--- config.mk ---
export PLATFORM = sky130hd
export DESIGN_NAME = twowire_tap_bridge
export DESIGN_NICKNAME = d
export VERILOG_FILES = /design/src/rtl/tw_pkg.sv /design/src/rtl/tw_seq_build.sv /design/src/rtl/tw_phase_timer.sv /design/src/rtl/tw_tdo_capture.sv /design/src/rtl/twowire_tap_bridge.sv
export SDC_FILE = /design/constraint.sdc
export NUM_CORES = 1
export LEC_CHECK = 0
export ABC_AREA = 1
export BUFFER_PORTS_ARGS = -buffer_cell sky130_fd_sc_hd__buf_2
export CAP_MARGIN = 30
export CORE_ASPECT_RATIO = 1.4
export CORE_MARGIN = 1
export CORE_UTILIZATION = 49
export DETAILED_ROUTE_END_ITERATION = 7
export HOLD_SLACK_MARGIN = 0.05
export PLACE_DENSITY = 0.81
export SLEW_MARGIN = 5
export SYNTH_ARGS = -nofsm -noshare
export SYNTH_HDL_FRONTEND = slang
export SYNTH_SLANG_ARGS = --single-unit
--- constraint.sdc ---
create_clock -name clk -period 9.2 [get_ports clk]
set_input_delay 1.84 -clock clk [delete_from_list [all_inputs] [get_ports clk]]
set_output_delay 1.84 -clock clk [all_outputs]
set_load 0.005 [all_outputs]
--- src/rtl/tw_pkg.sv ---
package tw_pkg;
  typedef enum logic [1:0] {
    KIND_RAW   = 2'b00,
    KIND_MODE  = 2'b01,
    KIND_SHIFT = 2'b10
  } tw_kind_e;

  typedef enum logic {
    ST_IDLE = 1'b0,
    ST_RUN  = 1'b1
  } tw_state_e;
endpackage

--- src/rtl/tw_seq_build.sv ---
module tw_seq_build
  import tw_pkg::*;
#(
  parameter int SLOTS = 64,
  parameter int CW    = $clog2(SLOTS + 1)
) (
  input  tw_kind_e         kind,
  input  logic [CW-1:0]    len,
  input  logic [SLOTS-1:0] tdi,
  input  logic [SLOTS-1:0] tms,
  output logic [SLOTS-1:0] seq_tdi,
  output logic [SLOTS-1:0] seq_tms,
  output logic [CW-1:0]    nslots,
  output logic [1:0]       skip,
  output logic [CW-1:0]    caplen
);
  localparam int IW   = $clog2(SLOTS);
  localparam int MAXD = SLOTS - 6;

  always_comb begin
    int n_data;
    int n_raw;
    seq_tdi = '0;
    seq_tms = '0;
    nslots  = '0;
    skip    = 2'd0;
    caplen  = '0;
    n_data  = (int'(len) > MAXD) ? MAXD : int'(len);
    n_raw   = (int'(len) > SLOTS) ? SLOTS : int'(len);
    case (kind)
      KIND_MODE: begin
        for (int i = 1; i < 6; i++) seq_tms[IW'(i)] = 1'b1;
        nslots = CW'(6);
        caplen = CW'(6);
      end
      KIND_SHIFT: begin
        if (n_data > 0) begin
          for (int i = 0; i < SLOTS; i++) begin
            if (i < 2) begin
              seq_tms[IW'(i)] = 1'b1;
            end else if (i >= 4 && i < 4 + n_data) begin
              seq_tdi[IW'(i)] = tdi[IW'(i - 4)];
              seq_tms[IW'(i)] = (i == 3 + n_data);
            end else if (i == 4 + n_data) begin
              seq_tms[IW'(i)] = 1'b1;
            end
          end
          nslots = CW'(n_data + 6);
          skip   = 2'd3;
          caplen = CW'(n_data);
        end
      end
      default: begin
        seq_tdi = tdi;
        seq_tms = tms;
        nslots  = CW'(n_raw);
        caplen  = CW'(n_raw);
      end
    endcase
  end
endmodule

--- src/rtl/tw_phase_timer.sv ---
module tw_phase_timer #(
  parameter int HALF = 2
) (
  input  logic       clk,
  input  logic       rst,
  input  logic       run,
  output logic [$clog2(2*HALF)-1:0] tick,
  output logic [1:0] phase,
  output logic       slot_end,
  output logic       sample
);
  localparam int TW   = $clog2(2 * HALF);
  localparam int LAST = 2 * HALF - 1;

  always_ff @(posedge clk) begin
    if (rst || !run) begin
      tick  <= '0;
      phase <= 2'd0;
    end else if (tick == TW'(LAST)) begin
      tick  <= '0;
      phase <= phase + 2'd1;
    end else begin
      tick <= tick + TW'(1);
    end
  end

  assign slot_end = run && (phase == 2'd3) && (tick == TW'(LAST));
  assign sample   = run && (phase == 2'd3) && (tick == TW'(HALF));


  phase_order_chk: assert property (@(posedge clk) disable iff (rst)
    (run && $past(run) && !$past(rst) && $past(tick) == TW'(LAST)) |-> (tick == '0));
endmodule

--- src/rtl/tw_tdo_capture.sv ---
module tw_tdo_capture #(
  parameter int SLOTS = 64
) (
  input  logic                     clk,
  input  logic                     rst,
  input  logic                     clear,
  input  logic                     we,
  input  logic [$clog2(SLOTS)-1:0] idx,
  input  logic                     din,
  output logic [SLOTS-1:0]         bits
);
  always_ff @(posedge clk) begin
    if (rst || clear) bits <= '0;
    else if (we)      bits[idx] <= din;
  end
endmodule

--- src/rtl/twowire_tap_bridge.sv ---
module twowire_tap_bridge
  import tw_pkg::*;
#(
  parameter int SLOTS = 64,
  parameter int HALF  = 2
) (
  input  logic                         clk,
  input  logic                         rst,
  input  logic                         cmd_valid,
  input  logic [1:0]                   cmd_kind,
  input  logic [$clog2(SLOTS+1)-1:0]   cmd_len,
  input  logic [SLOTS-1:0]             cmd_tdi,
  input  logic [SLOTS-1:0]             cmd_tms,
  output logic                         busy,
  output logic                         done,
  output logic [SLOTS-1:0]             rsp_tdo,
  output logic [$clog2(SLOTS+1)-1:0]   rsp_count,
  output logic                         link_clk,
  output logic                         link_dat_out,
  output logic                         link_dat_oe,
  input  logic                         link_dat_in
);
  localparam int CW = $clog2(SLOTS + 1);
  localparam int IW = $clog2(SLOTS);
  localparam int TW = $clog2(2 * HALF);

  tw_state_e        state_q;
  logic [SLOTS-1:0] seq_tdi_q, seq_tms_q, b_tdi, b_tms;
  logic [CW-1:0]    nslots_q, caplen_q, slot_q, b_nslots, b_caplen;
  logic [1:0]       skip_q, b_skip;
  logic [TW-1:0]    tick;
  logic [1:0]       phase;
  logic             slot_end, sample, accept, run, cap_we;
  logic             clk_q, out_q, oe_q, done_q;
  logic [CW-1:0]    count_q;

  assign accept = cmd_valid && (state_q == ST_IDLE);
  assign run    = (state_q == ST_RUN);

  tw_seq_build #(.SLOTS(SLOTS), .CW(CW)) u_build (
    .kind(tw_kind_e'(cmd_kind)), .len(cmd_len), .tdi(cmd_tdi), .tms(cmd_tms),
    .seq_tdi(b_tdi), .seq_tms(b_tms), .nslots(b_nslots), .skip(b_skip),
    .caplen(b_caplen)
  );

  tw_phase_timer #(.HALF(HALF)) u_timer (
    .clk(clk), .rst(rst), .run(run), .tick(tick), .phase(phase),
    .slot_end(slot_end), .sample(sample)
  );

  assign cap_we = sample && (slot_q >= CW'(skip_q)) &&
                  ((slot_q - CW'(skip_q)) < caplen_q);

  tw_tdo_capture #(.SLOTS(SLOTS)) u_cap (
    .clk(clk), .rst(rst), .clear(accept), .we(cap_we),
    .idx(IW'(slot_q - CW'(skip_q))), .din(link_dat_in), .bits(rsp_tdo)
  );

  always_ff @(posedge clk) begin
    if (rst) begin
      state_q   <= ST_IDLE;
      seq_tdi_q <= '0;
      seq_tms_q <= '0;
      nslots_q  <= '0;
      caplen_q  <= '0;
      skip_q    <= 2'd0;
      slot_q    <= '0;
      done_q    <= 1'b0;
      count_q   <= '0;
    end else begin
      done_q <= 1'b0;
      if (accept) begin
        seq_tdi_q <= b_tdi;
        seq_tms_q <= b_tms;
        nslots_q  <= b_nslots;
        caplen_q  <= b_caplen;
        skip_q    <= b_skip;
        slot_q    <= '0;
        if (b_nslots == '0) begin
          done_q  <= 1'b1;
          count_q <= '0;
        end else begin
          state_q <= ST_RUN;
        end
      end else if (run && slot_end) begin
        if (slot_q == nslots_q - CW'(1)) begin
          state_q <= ST_IDLE;
          done_q  <= 1'b1;
          count_q <= caplen_q;
        end else begin
          slot_q <= slot_q + CW'(1);
        end
      end
    end
  end

  always_ff @(posedge clk) begin
    if (rst || !run) begin
      clk_q <= 1'b0;
      out_q <= 1'b0;
      oe_q  <= 1'b1;
    end else begin
      clk_q <= (tick < TW'(HALF));
      oe_q  <= (phase < 2'd2);
      case (phase)
        2'd0:    out_q <= seq_tdi_q[IW'(slot_q)];
        2'd1:    out_q <= seq_tms_q[IW'(slot_q)];
        default: out_q <= 1'b0;
      endcase
    end
  end

  assign busy         = run;
  assign done         = done_q;
  assign rsp_count    = count_q;
  assign link_clk     = clk_q;
  assign link_dat_out = out_q;
  assign link_dat_oe  = oe_q;


  fall_stable_chk: assert property (@(posedge clk) disable iff (rst)
    $fell(clk_q) |-> $stable(out_q));

  release_chk: assert property (@(posedge clk) disable iff (rst)
    (run && phase >= 2'd2) |=> !oe_q);

  done_idle_chk: assert property (@(posedge clk) disable iff (rst)
    done_q |-> !run);

  busy_fall_chk: assert property (@(posedge clk) disable iff (rst)
    $fell(run) |-> done_q);

  zero_len_chk: assert property (@(posedge clk) disable iff (rst)
    (accept && b_nslots == '0) |=> (done_q && !run));

  hold_req_chk: assert property (@(posedge clk) disable iff (rst)
    (run && $past(run)) |-> ($stable(nslots_q) && $stable(seq_tms_q)));
endmodule

==> flow_metrics.tcl, run 1 <==
set metrics [dict create \
    ant_nets 0 \
    antenna_found_initial 0 \
    p_leak_uw 0.00571 \
    drive_gt1_share_pct 18.0 \
    viasPerCell 6.03 \
    hold_viol 0 \
    cts.sinks 229 \
    setup_viol_count_final 0 \
    grt_max_degree 88 \
    synth.distinct_cells 53 \
    tns_ns 0 \
    arrival_ns 5.14 \
    first_pass_iters 7 \
    fin_crit_sh_pct 51.3 \
    vdd_drop_max_v 0.000167 \
    synth_edf_count 0 \
    numPortBuffers 216 \
    die_w_um 133 \
    worst_slew_pin_slew_ns 0.985 \
    synth_warnings 0 \
    final_common_cell "dfxtp_1" \
    powerDensity_mw_per_mm2 171 \
    r2r-start "slot_q[0]" \
    syn-num-nets 1817 \
    maxSlewHeadroom_pct 33.9 \
    drtIter0Drc 1443 \
    cts_tree "done" \
    grt_pass1_vias 11900 \
    ys_async_sr_fraction_pct 0 \
    p_comb_share_pct 15.7 \
    final_cell_mix "dfxtp_1 (228), a21oi_1 (219), buf_2 (216), o21ai_0 (208), nand2_1 (203)" \
    clk_pin_slew_ns 0.06 \
    synth_area_mm2 0.0118 \
    hold_ws_ns 0.440 \
    ys_seq_elements 229 \
    fin_crit_ns 4.72 \
    synth_ff_type "dfxtp_1" \
    rsz0062_at_grt "false" \
    area_growth_pct 16.1 \
    place_ws_ns 4.50 \
    globalRouteOverflowTotal 0 \
    ctsLongestPathBuffers 3 \
    status "finished clean" \
    core_mm2 0.0235 \
    utilization_pct 58.6 \
    fin_area_mm2 0.0137 \
    skew_ns 0.00973 \
    fmaxAchievable_mhz 212 \
    swShare_pct 28.7 \
    cts_hold_buffers 0 \
    seqPwrFrac_pct 45.6 \
    drv_slew 0 \
    syn_inst 1647 \
    path_class "flop to flop" \
    vias 12800 \
    io_pins 217 \
    reg2reg_slack_ns 4.48 \
    layout_setup_ws_ns 4.48 \
    drc 0 \
    wl_um 40900 \
    worstPathRequired_ns 9.63 \
    startpoint_type "flop" \
    hp-class "flop to flop" \
    cts_resized 0 \
    antenna_cells 0 \
    switchingPower_uw 672 \
    grtUsageTotal_pct 32.3 \
    avgSynthCellArea_um2 7.18 \
    routedWlPerCell_um 19.3 \
    cp_max_fo 61 \
    nets 1970 \
    critical_path.startpoint "slot_q[0]" \
    place_area_mm2 0.0130 \
    hp-start "u_timer.phase[1]" \
    max-cap-violations 0 \
    place_congestion 1.13 \
    p_int_uw 1670 \
    start_util_pct 50.4 \
    worst_setup_path_end_kind "flop" \
    insertion_delay_ns 0.51 \
    dpl.hpwl_um 28700 \
    cts_buffers 23 \
    cts-htree-levels 1 \
    rows 66 \
    grt_pass1_wl_um 63600 \
    yosysSeqAreaShare_pct 38.7 \
    die_area_mm2 0.0248 \
    cts_setup_buffers 0 \
    p_clk_share_pct 38.8 \
    root_buffer "clkbuf_16" \
    die_h_um 186 \
]
cell usage after synthesis (2+ instances only):
cell type,n,area share [%]
or2_2,2,0.11
nand2_8,2,0.34
o22ai_1,18,0.95
a221oi_1,3,0.22
a21oi_1,219,9.3
nor3_1,66,2.8
a32o_1,38,3.2
nor4_1,2,0.11
clkbuf_1,82,2.6
ha_1,28,3.0
nand2_1,204,6.5
nor2_2,8,0.42
o21ai_2,4,0.30
buf_1,7,0.22
nand4_1,16,0.85
nand2_2,10,0.53
inv_2,16,0.51
a21oi_2,2,0.15
nand3_1,131,5.5
o21ai_1,12,0.51
nor2_4,3,0.29
nor2_1,133,4.2
buf_2,7,0.30
o21a_1,2,0.13
o21ai_0,208,8.8
xnor2_1,4,0.30
nand3_2,2,0.17
clkinv_1,3,0.095
o211ai_1,11,0.70
nand4_2,3,0.32
dfxtp_1,229,39
inv_1,124,3.9
o221ai_1,6,0.44
a31oi_1,11,0.58
xor2_2,2,0.27
xor2_1,12,0.89
layer usage:
layer	share of wire [%]	global-route usage (%)
met5	0	0
met4	5.2	16.7
met3	8.2	3.92
met2	48	55.9
met1	38	39.4
stage by stage:
stage                     instances  total power (uW)
after floorplan                1647              1320
after global placement         2080              1440
after detailed placement       2081              1440
after CTS                      2118              2340
after global routing           2118              2430
final                          2118              2340
final timing paths:
kind	to	cells past startpoint
worst max-delay path	u_cap.bits[37]	19
worst min-delay path	link_dat_oe	1
worst max register to register	u_cap.bits[37]	19
worst min register to register	link_dat_oe	1
state kept, by name (all words and copies together), names as in the netlist:
| register | count |
|---|---|
| u_timer.phase | 2 |
| u_cap.bits | 64 |
| link_dat_out | 1 |
| skip_q | 1 |
| link_clk | 1 |
| seq_tms_q | 64 |
| caplen_q | 6 |
| link_dat_oe | 1 |
| nslots_q | 7 |
| seq_tdi_q | 64 |
| slot_q | 7 |
| busy | 1 |
| u_timer.tick | 2 |
| done | 1 |
| rsp_count | 7 |
cells by family after synthesis:
kind of cell / count (synthesis) / synth area share, %
AO/OA/AOI/OAI: 539 / 25.7
XOR/XNOR: 20 / 1.83
adder cells (fa/ha/maj): 29 / 3.13
buffers and inverters: 242 / 7.87
flip-flops: 229 / 38.7
AND/OR/NAND/NOR: 588 / 22.7
power by group through the flow:
stage	Sequential, uW	Clock (uW)	Combinational, uW
2_1_floorplan	1080	0	236
3_3_place_gp	1090	0	348
3_5_place_dp	1090	0	354
4_1_cts	1070	916	357
5_1_grt	1070	959	399
6_report	1070	909	367
worst max-delay path, cell delays in order (launching register included):
cell	delay (ns)
dfxtp_2	0.32
clkinv_1	0.04
buf_4	0.50
ha_1	0.26
inv_1	0.07
fa_1	0.41
nand2_1	0.09
inv_1	0.05
nor2_1	0.31
inv_1	0.16
ha_1	0.32
a21oi_1	0.13
nand2_1	0.07
nand4_1	0.06
o211ai_1	0.13
nor3_4	0.57
nand4_1	0.54
nor2_1	0.30
o21ai_0	0.13
a21oi_1	0.18
area by class of cell:
class | count | area, um2
fill | 2230 | 9720
multi-input combinational | 1176 | 6350
sequential | 229 | 4590
timing repair buffer | 226 | 1170
clock buffer | 32 | 649
inverter | 144 | 543
tap | 306 | 383
clock inverter | 5 | 60.1
(Power assumes the default switching activity.)
==> inputs of run 2 (changes only) <==
--- a/config.mk
+++ b/config.mk
@@ -5,7 +5,7 @@
 export SDC_FILE = /design/constraint.sdc
 export NUM_CORES = 1
 export LEC_CHECK = 0
-export ABC_AREA = 1
+export ABC_AREA = 0
 export BUFFER_PORTS_ARGS = -buffer_cell sky130_fd_sc_hd__buf_2
 export CAP_MARGIN = 30
 export CORE_ASPECT_RATIO = 1.4
@@ -13,7 +13,7 @@
 export CORE_UTILIZATION = 49
 export DETAILED_ROUTE_END_ITERATION = 7
 export HOLD_SLACK_MARGIN = 0.05
-export PLACE_DENSITY = 0.81
+export PLACE_DENSITY = 0.83
 export SLEW_MARGIN = 5
 export SYNTH_ARGS = -nofsm -noshare
 export SYNTH_HDL_FRONTEND = slang
==> constraint.sdc (replaced) <==
create_clock -name clk -period 4.3 [get_ports clk]
set_input_delay 0.86 -clock clk [delete_from_list [all_inputs] [get_ports clk]]
set_output_delay 0.86 -clock clk [all_outputs]
set_load 0.005 [all_outputs]
==> run 2 against run 1 <==
Sequential cell count stayed put. Highest routed layer unchanged. Register-to-register slack worse by 4.2 ns. Critical path type unchanged. Global-route usage shrank 1.3 points. Hold slack worse by 0.018 ns. Largest power group unchanged.
==> flow_metrics.tcl, run 2 <==
set metrics [dict create \
    die_area_mm2 0.0252 \
    reg.largest.list "seq_tdi_q: 64 flops, seq_tms_q: 64 flops, u_cap.bits: 64 flops" \
    hp-class "flop to flop" \
    insertion_delay_ns 0.52 \
    routedWlPerCell_um 21.5 \
    grt_pass1_wl_um 62500 \
    ys_async_sr_fraction_pct 0 \
    setup_viol_count_final 0 \
    drtIter0Drc 1055 \
    start_util_pct 50.1 \
    vdd_drop_max_v 0.000300 \
    ctsLongestPathBuffers 3 \
    fill_cells 2132 \
    cts_hold_buffers 0 \
    first_pass_iters 6 \
    synth_top_area_share_pct 38.1 \
    area_growth_pct 17.6 \
    ant_nets 0 \
    synth_mux_area_share_pct 8.53 \
    final_cell_mix "dfxtp_1 (227), buf_2 (216), nand2_1 (127), nor2_1 (109), a21oi_1 (86)" \
    utilization_pct 58.9 \
    nets 1711 \
    p_leak_uw 0.00562 \
    hp-start "u_timer.phase[1]" \
    yosys-top-cells-area "dfxtp_1 (38%), mux4_2 (5.6%), a22o_1 (5.0%)" \
    cp_max_fo 15 \
    final_common_cell "dfxtp_1" \
    worst_setup_path_end_kind "flop" \
    clk_pin_slew_ns 0.07 \
    startpoint_type "flop" \
    place_congestion 1.07 \
    synth_xor_area_share_pct 1.35 \
    holdPathStages 1 \
    io_pins 217 \
    synth_area_mm2 0.0120 \
    r2r-start "skip_q[0]" \
    hold_viol 0 \
    cts_setup_buffers 0 \
    yosysTopAreaCell "dfxtp_1" \
    rr_worst_depth 13 \
    cts.sinks 229 \
    path_class "flop to flop" \
    dpl.hpwl_um 28600 \
    drive_gt1_share_pct 23.4 \
    avgSynthCellArea_um2 8.69 \
    die_w_um 135 \
    synth_ff_type "dfxtp_1" \
    synth_common_cells "dfxtp_1 (229), nand2_1 (127), nor2_1 (110), clkbuf_1 (90), a21oi_1 (87)" \
    worstPathRequired_ns 4.75 \
    numPortBuffers 216 \
    cts_tree "done" \
    drv_slew 0 \
    arrival_ns 4.44 \
    fmaxAchievable_mhz 250 \
    fin_crit_ns 3.99 \
    rsz0062_at_grt "true" \
    globalRouteOverflowTotal 0 \
    grt_pass1_vias 11600 \
    cts_resized 0 \
    worst_slew_pin_slew_ns 0.909 \
    synthAdderAreaFrac_pct 3.08 \
    vias 12000 \
    viasPerCell 6.40 \
    yosysMostFrequentCell "dfxtp_1" \
    drc 0 \
    fin_crit_sh_pct 92.9 \
    max-cap-violations 0 \
    powerDensity_mw_per_mm2 365 \
    whs_endpoint "link_dat_oe" \
    root_buffer "clkbuf_16" \
    maxSlewHeadroom_pct 38.6 \
    synth.distinct_cells 83 \
    antenna_found_initial 3 \
    synth_top_family_by_area "compound AO/OA/AOI/OAI gates" \
    rows 67 \
    syn-num-nets 1556 \
    grt_max_degree 111 \
    synth_simple_gate_area_share_pct 19.6 \
    synth_compound_area_share_pct 23.8 \
    wl_um 40100 \
    yosysSeqAreaShare_pct 38.1 \
    core_mm2 0.0241 \
    syn_inst 1386 \
    grtUsageTotal_pct 31.1 \
    fin_total_pwr_uw 5170 \
    cts_buffers 23 \
    tns_ns 0 \
    ys_seq_elements 229 \
    synth_warnings 0 \
    skew_ns 0.00876 \
    timing.rr.end "u_cap.bits[4]" \
    synth_edf_count 0 \
    die_h_um 188 \
    status "finished clean" \
    cts-htree-levels 1 \
    reg2reg_slack_ns 0.31 \
]
run 2: cell types whose count changed after synthesis, sizes merged, moves of 30 or more:
cell,previous run,this run
nor3,68,38
nand2,216,127
nand3,134,78
o21ai,225,71
inv,141,39
mux2i,0,34
a21oi,221,87
a32o,38,0
mux4,0,30
a22o,1,69
a211oi,0,31
nor2,144,110
run 2: final cells by class:
type / instances / area [um2] / area share (%)
multi-input combinational: 992 / 6870 / 48.5
sequential: 229 / 4590 / 32.4
timing repair buffer: 256 / 1430 / 10.1
clock buffer: 30 / 632 / 4.46
tap: 310 / 388 / 2.74
inverter: 39 / 146 / 1.03
clock inverter: 11 / 101 / 0.716
antenna: 3 / 7.51 / 0.0530
run 2: worst max-delay path by stage:
stage                     startpoint              to  slack, ns  depth (start not counted)
after global routing       skip_q[0]  u_cap.bits[48]      -0.03                         13
final                      skip_q[0]   u_cap.bits[4]       0.31                         13
after floorplan            slot_q[0]  u_cap.bits[31]       0.12                         18
after detailed placement  cmd_len[2]    rsp_count[1]       0.31                         11
after CTS                  skip_q[0]  u_cap.bits[40]       0.30                         13
after global placement    cmd_len[2]    rsp_count[2]       0.39                         11
run 2: kinds of logic after synthesis:
family,count (synthesis)
adder cells (fa/ha/maj),29
AND/OR/NAND/NOR,474
flip-flops,229
AO/OA/AOI/OAI,407
multiplexers,65
XOR/XNOR,17
buffers and inverters,165
run 2: metal layers:
layer	wire length [um]	vias to the layer above	part of all wire (%)	GRT usage [%]
li1	-	5493	-	-
met1	15700	5702	39	37.6
met2	19700	620	49	52.8
met3	2720	146	6.8	4.76
met4	2030	0	5.1	16.3
met5	0	-	0	0
run 2: metrics by stage:
stage	std cells	hold WS [ns]	setup slack, ns	cell area [um2]
after floorplan	1386	0.387	0.124	12000
after global placement	1825	0.399	0.387	13400
after detailed placement	1826	0.406	0.308	13400
after CTS	1867	0.422	0.304	14100
after global routing	1869	0.439	-0.0263	14200
final	1870	0.422	0.305	14200
run 2: critical path, cell delays in order (launching register included):
cell and delay [ns]:
dfxtp_1 0.38, inv_1 0.09, ha_1 0.31, nor2b_1 0.15
nor3_1 0.46, xnor2_4 0.30, inv_1 0.14, ha_1 0.31
a21o_1 0.18, a21oi_1 0.22, nand3b_1 0.40, nor4_1 0.67
nand3_1 0.15, a21oi_1 0.17
run 2: report_power, final:
part	switching (uW)	total (uW)	internal, uW
Clock	871	1980	1110
Sequential	72.2	2300	2230
Combinational	566	892	326
